### config.mk
export PLATFORM = sky130hd
export DESIGN_NAME = odport_ctrl
export DESIGN_NICKNAME = d
export VERILOG_FILES = /design/src/rtl/odport_pkg.sv /design/src/rtl/odport_regs.sv /design/src/rtl/odport_insync.sv /design/src/rtl/odport_drive.sv /design/src/rtl/odport_ctrl.sv
export SDC_FILE = /design/constraint.sdc
export NUM_CORES = 1
export LEC_CHECK = 0
export BUFFER_PORTS_ARGS = -buffer_cell sky130_fd_sc_hd__buf_2
export CELL_PAD_IN_SITES_DETAIL_PLACEMENT = 1
export CELL_PAD_IN_SITES_GLOBAL_PLACEMENT = 1
export CORE_MARGIN = 1
export CORE_UTILIZATION = 42
export CTS_CLUSTER_SIZE = 20
export DETAILED_ROUTE_END_ITERATION = 8
export PLACE_DENSITY = 0.86
export REMOVE_ABC_BUFFERS = 1
export SYNTH_ARGS = -nofsm -noshare
export SYNTH_HDL_FRONTEND = slang
export SYNTH_SLANG_ARGS = --single-unit
### constraint.sdc
create_clock -name clk -period 4 [get_ports clk]
set_clock_uncertainty 0.05 [all_clocks]
set_input_delay 1.2 -clock clk [delete_from_list [all_inputs] [get_ports clk]]
set_output_delay 1.2 -clock clk [all_outputs]
set_load 0.01 [all_outputs]
### src/rtl/odport_pkg.sv
package odport_pkg;

    typedef enum logic [1:0] {
        SEL_DATA   = 2'd0,
        SEL_ANALOG = 2'd1,
        SEL_FUNC   = 2'd2,
        SEL_NONE   = 2'd3
    } reg_sel_e;

    function automatic logic standby_gate(input logic stop_m, input logic tbt_m,
                                          input logic hold, input logic hw_stby);
        return ((stop_m | tbt_m) & hold) | hw_stby;
    endfunction

endpackage

### src/rtl/odport_regs.sv
module odport_regs #(
    parameter int W = 8
) (
    input  logic         clk,
    input  logic         rst_n,
    input  logic         wr_en,
    input  logic         rd_en,
    input  logic         rd_rmw,
    input  logic [1:0]   addr,
    input  logic [W-1:0] wdata,
    input  logic [W-1:0] din,
    output logic [W-1:0] latch,
    output logic [W-1:0] ana_en,
    output logic [W-1:0] fsel,
    output logic [W-1:0] rdata
);
    import odport_pkg::*;

    typedef struct packed {
        logic [W-1:0] latch;
        logic [W-1:0] ana;
        logic [W-1:0] fsel;
        logic [W-1:0] rdata;
    } regs_t;

    regs_t    s_d, s_q;
    reg_sel_e sel;

    assign sel = reg_sel_e'(addr);

    always_comb begin
        s_d = s_q;
        if (wr_en) begin
            case (sel)
                SEL_DATA:   s_d.latch = wdata;
                SEL_ANALOG: s_d.ana   = wdata;
                SEL_FUNC:   s_d.fsel  = wdata;
                default:    ;
            endcase
        end
        if (rd_en) begin
            case (sel)
                SEL_DATA:   s_d.rdata = rd_rmw ? s_q.latch : din;
                SEL_ANALOG: s_d.rdata = s_q.ana;
                SEL_FUNC:   s_d.rdata = s_q.fsel;
                default:    s_d.rdata = '0;
            endcase
        end
    end

    always_ff @(posedge clk or negedge rst_n) begin
        if (!rst_n) begin
            s_q.latch <= '1;
            s_q.ana   <= '1;
            s_q.fsel  <= '0;
            s_q.rdata <= '0;
        end else begin
            s_q <= s_d;
        end
    end

    assign latch  = s_q.latch;
    assign ana_en = s_q.ana;
    assign fsel   = s_q.fsel;
    assign rdata  = s_q.rdata;

    assert_write_latch_R2: assert property (@(posedge clk) disable iff (!rst_n)
        (wr_en && addr == 2'd0) |=> (latch == $past(wdata)));

    assert_rmw_latch_R4: assert property (@(posedge clk) disable iff (!rst_n)
        (rd_en && rd_rmw && addr == 2'd0) |=> (rdata == $past(latch)));

    assert_rdata_hold_R10: assert property (@(posedge clk) disable iff (!rst_n)
        !rd_en |=> $stable(rdata));

endmodule

### src/rtl/odport_insync.sv
module odport_insync #(
    parameter int W = 8
) (
    input  logic         clk,
    input  logic         rst_n,
    input  logic [W-1:0] pin_level,
    input  logic [W-1:0] block_mask,
    output logic [W-1:0] din
);
    typedef struct packed {
        logic [W-1:0] meta;
        logic [W-1:0] sync;
    } sync_t;

    sync_t s_d, s_q;

    always_comb begin
        s_d      = s_q;
        s_d.meta = pin_level;
        s_d.sync = s_q.meta;
    end

    always_ff @(posedge clk or negedge rst_n) begin
        if (!rst_n) begin
            s_q <= '0;
        end else begin
            s_q <= s_d;
        end
    end

    assign din = s_q.sync & ~block_mask;

    assert_blocked_low_R5: assert property (@(posedge clk) disable iff (!rst_n)
        ((din & block_mask) == '0));

endmodule

### src/rtl/odport_drive.sv
module odport_drive #(
    parameter int W = 8
) (
    input  logic         clk,
    input  logic         rst_n,
    input  logic         gate,
    input  logic [W-1:0] fsel,
    input  logic [W-1:0] latch,
    input  logic [W-1:0] per_out,
    output logic [W-1:0] drive_low
);
    for (genvar i = 0; i < W; i++) begin : g_bit
        logic src_d;
        always_comb begin
            src_d        = fsel[i] ? per_out[i] : latch[i];
            drive_low[i] = ~gate & ~src_d;
        end
    end

    assert_gate_off_R8: assert property (@(posedge clk) disable iff (!rst_n)
        gate |-> (drive_low == '0));

endmodule

### src/rtl/odport_ctrl.sv
module odport_ctrl #(
    parameter int W = 8
) (
    input  logic         clk,
    input  logic         rst_n,
    input  logic         wr_en,
    input  logic         rd_en,
    input  logic         rd_rmw,
    input  logic [1:0]   addr,
    input  logic [W-1:0] wdata,
    output logic [W-1:0] rdata,
    input  logic [W-1:0] pin_level,
    output logic [W-1:0] pin_drive_low,
    input  logic [W-1:0] per_out,
    output logic [W-1:0] per_in,
    output logic [W-1:0] ana_route,
    input  logic         stop_mode,
    input  logic         tbt_mode,
    input  logic         hold_ctl,
    input  logic         hw_standby
);
    import odport_pkg::*;

    logic         gate;
    logic [W-1:0] latch, ana_en, fsel, din, block_mask;

    assign gate       = standby_gate(stop_mode, tbt_mode, hold_ctl, hw_standby);
    assign block_mask = ana_en | {W{gate}};

    odport_regs #(.W(W)) u_regs (
        .clk    (clk),
        .rst_n  (rst_n),
        .wr_en  (wr_en),
        .rd_en  (rd_en),
        .rd_rmw (rd_rmw),
        .addr   (addr),
        .wdata  (wdata),
        .din    (din),
        .latch  (latch),
        .ana_en (ana_en),
        .fsel   (fsel),
        .rdata  (rdata)
    );

    odport_insync #(.W(W)) u_sync (
        .clk        (clk),
        .rst_n      (rst_n),
        .pin_level  (pin_level),
        .block_mask (block_mask),
        .din        (din)
    );

    odport_drive #(.W(W)) u_drive (
        .clk       (clk),
        .rst_n     (rst_n),
        .gate      (gate),
        .fsel      (fsel),
        .latch     (latch),
        .per_out   (per_out),
        .drive_low (pin_drive_low)
    );

    assign per_in    = din;
    assign ana_route = ana_en;

    assert_gate_blocks_input_R8: assert property (@(posedge clk) disable iff (!rst_n)
        gate |-> (per_in == '0));

    assert_analog_no_digital_R5: assert property (@(posedge clk) disable iff (!rst_n)
        ((ana_route & per_in) == '0));

endmodule

==> out/qor.yml <==
worst_setup_path:
  max_stage_delay_ns: 0.28
  critPathLaunchType: "input pin"
  reg2reg_depth: 2
  worstPathCellList: "buf_2, o21ai_1, nand2b_1, buf_4, a211oi_1, buf_2"
  worstSetupPathType: "input pin to primary output"
  critPathTopFamily: "buffers and inverters"
  r2r_start: "u_regs.ana_en[3]$_DFFE_PN1P_"
  reg2reg_setup_slack_ns: 2.98
  worstSetupEndpoint: "pin_drive_low[4]"
  cp_num_buf_inv: 3
  cp.required_ns: 2.75
  path_depth: 6
  arrival_ns: 2.21
  startpoint: "tbt_mode"
  rr_endpoint: "u_regs.rdata[3]$_DFFE_PN0P_"
  end_kind: "primary output"
  worst_path_most_repeated_cell: "buf_2"
  cp_max_fo: 16
  cp_slowest_cell: "a211oi_1"
sta:
  post-route-min-period_ns: 3.46
  grt_setup_unrepaired: "false"
  drv_slew: 0
  setup-tns-final_ns: 0
  timing.final.crit_share: 0.864
  tightestPinTransition_ns: 1.05
  finalWorstSetupSlack_ns: 0.545
  hold_violations: 0
  max_freq_ghz: 0.289
  setup_viol: 0
  maxSlewHeadroom: 0.298
clock_tree:
  cts_tree: "built"
  cts_root_buf: "clkbuf_8"
  path_clk_slew_ns: 0.08
  cts_buffers: 5
  cts_sinks: 48
  cts_setup_buffers: 0
  htreeDepth: 2
  ctsHoldBuffers: 0
  clk-insertion-delay-late_ns: 0.30
  cts.repair.resized: 0
  cts.path.max_buffers: 2
synth:
  synth_cell_types: 19
  synthAdderAreaFrac: 0
  syn_area_per_cell_um2: 13.2
  yosys_register_bits: 48
  synth-xor-area-share: 0
  yosys.area_share.simple: 0.127
  postSynthCellCount: 154
  netlist_area_mm2: 0.00204
  ys_seq_area_frac: 0.600
  synth_top_family_by_area: "multiplexers"
  synthMuxAreaShare: 0.133
  yosys_warnings: 0
  synth_compound_area_frac: 0.115
drt:
  wl_per_cell_um: 19.3
  drc_errors: 0
  viasPerCell: 5.69
  drt_iter0_markers: 82
  vias: 1553
  drtPass1Iterations: 4
  detail-route-antenna-nets: 0
  postRouteWirelength_um: 5270
floorplanning:
  ios: 67
  initial_core_util: 0.452
  dieArea_mm2: 0.00513
  core.rowCount: 24
  chipWidth_um: 71.6
  die-height_um: 71.6
  core_mm2: 0.00450
placement:
  gp_routability_congestion: 0.713
  placed_cells: 265
  portBuffers: 66
  dpl.hpwl_um: 3520
  pre_cts_slack_ns: 0.547
cells_and_area:
  drive_gt1_frac: 0.534
  layout_commonest_cell: "buf_2"
  syn_to_final_growth_pct: 22.7
  antenna_cells: 0
  final_nets: 255
  stdcell_count: 273
  final_cell_mix: "buf_2 (66), dfrtp_1 (32), mux2_2 (24)"
  utilization: 0.555
pwr:
  intPower_mw: 0.876
  power_frac_comb: 0.191
  seqPwrFrac: 0.522
  switching_share: 0.269
  power.density_mw_per_mm2: 479
  p_leak_nw: 1.12
  total_power_mw: 1.20
  clkPwrFrac: 0.287
  power.switching_mw: 0.323
  peakVddDrop_uv: 207
grt:
  grt_util_all_layers: 0.221
  grt-ovfl-total: 0
  grt_pass1_vias: 1538
  antenna_found_initial: 0
  grt_max_degree: 49
  grt_pass1_wl_um: 8290
min_path:
  hold_depth: 0
  worstHoldStart: "u_sync.s_d[0]$_DFF_PN0_"
  hold_class: "register to register"
job:
  drv_cap: 0
status:
  status: "completed"
-- worst min-delay path by stage --
stage | to | slack, ns
after CTS | u_sync.s_q[0]$_DFF_PN0_ | 0.31
after global routing | u_sync.s_q[7]$_DFF_PN0_ | 0.32
after global placement | u_sync.s_q[0]$_DFF_PN0_ | 0.28
final | u_sync.s_q[0]$_DFF_PN0_ | 0.30
after floorplan | u_sync.s_q[0]$_DFF_PN0_ | 0.28
after detailed placement | u_sync.s_q[2]$_DFF_PN0_ | 0.29
-- Yosys cell counts, drive strengths merged --
master | number | share of area
nor3b | 1 | 0.0092
nand2 | 1 | 0.0018
nor2 | 9 | 0.017
nand4bb | 1 | 0.0055
a221oi | 8 | 0.034
nand2b | 10 | 0.031
buf | 6 | 0.021
mux2 | 24 | 0.13
nor2b | 17 | 0.052
o22ai | 16 | 0.049
clkbuf | 2 | 0.0037
dfrtp | 32 | 0.39
nand3b | 2 | 0.011
dfstp | 16 | 0.21
o21ai | 1 | 0.0025
a211oi | 8 | 0.029
-- per-stage QoR --
| stage | area (um^2) | hold slack [ns] |
|---|---|---|
| detailed placement | 2390 | 0.286 |
| global placement | 2390 | 0.282 |
| CTS | 2500 | 0.306 |
| global route | 2500 | 0.318 |
| finish | 2500 | 0.303 |
| floorplan | 1990 | 0.281 |
-- per-layer routing --
layer / vias to the layer above / GRT usage / share of wire
met1: 774 / 0.308 / 0.43
met3: 10 / 0.0408 / 0.060
li1: 693 / - / -
met5: - / 0 / 0
met2: 76 / 0.348 / 0.49
met4: 0 / 0.0806 / 0.021
-- sequential cells by signal (all words and copies together), names as in the netlist --
| register | flops |
|---|---|
| u_sync.s_d | 8 |
| u_regs.latch | 8 |
| u_regs.rdata | 8 |
| u_sync.s_q | 8 |
| u_regs.fsel | 8 |
| u_regs.ana_en | 8 |
-- power by group through the flow --
stage	registers, mW	clock network (mW)	logic, mW
after global routing	0.635	0.373	0.250
after floorplan	0.634	0	0.117
final	0.626	0.344	0.229
after CTS	0.626	0.355	0.232
after detailed placement	0.634	0	0.228
after global placement	0.629	0	0.219
-- final cells by class --
cell class | count | area, um^2
clock buffer | 5 | 68.8
clock inverter | 3 | 42.5
fill | 485 | 2000
multi-input combinational | 98 | 764
sequential | 48 | 1220
tap | 52 | 65.1
timing repair buffer | 67 | 338
-- kinds of logic (layout without fill, tap and decap cells) --
| kind of cell | count (synthesis) | after routing |
|---|---|---|
| and+or+nand+nor | 41 | 41 |
| AOI/OAI and AO/OA | 33 | 33 |
| muxes | 24 | 24 |
| DFF | 48 | 48 |
| buffers and inverters | 8 | 75 |
No activity file was read; power rests on OpenSTA's default activity.
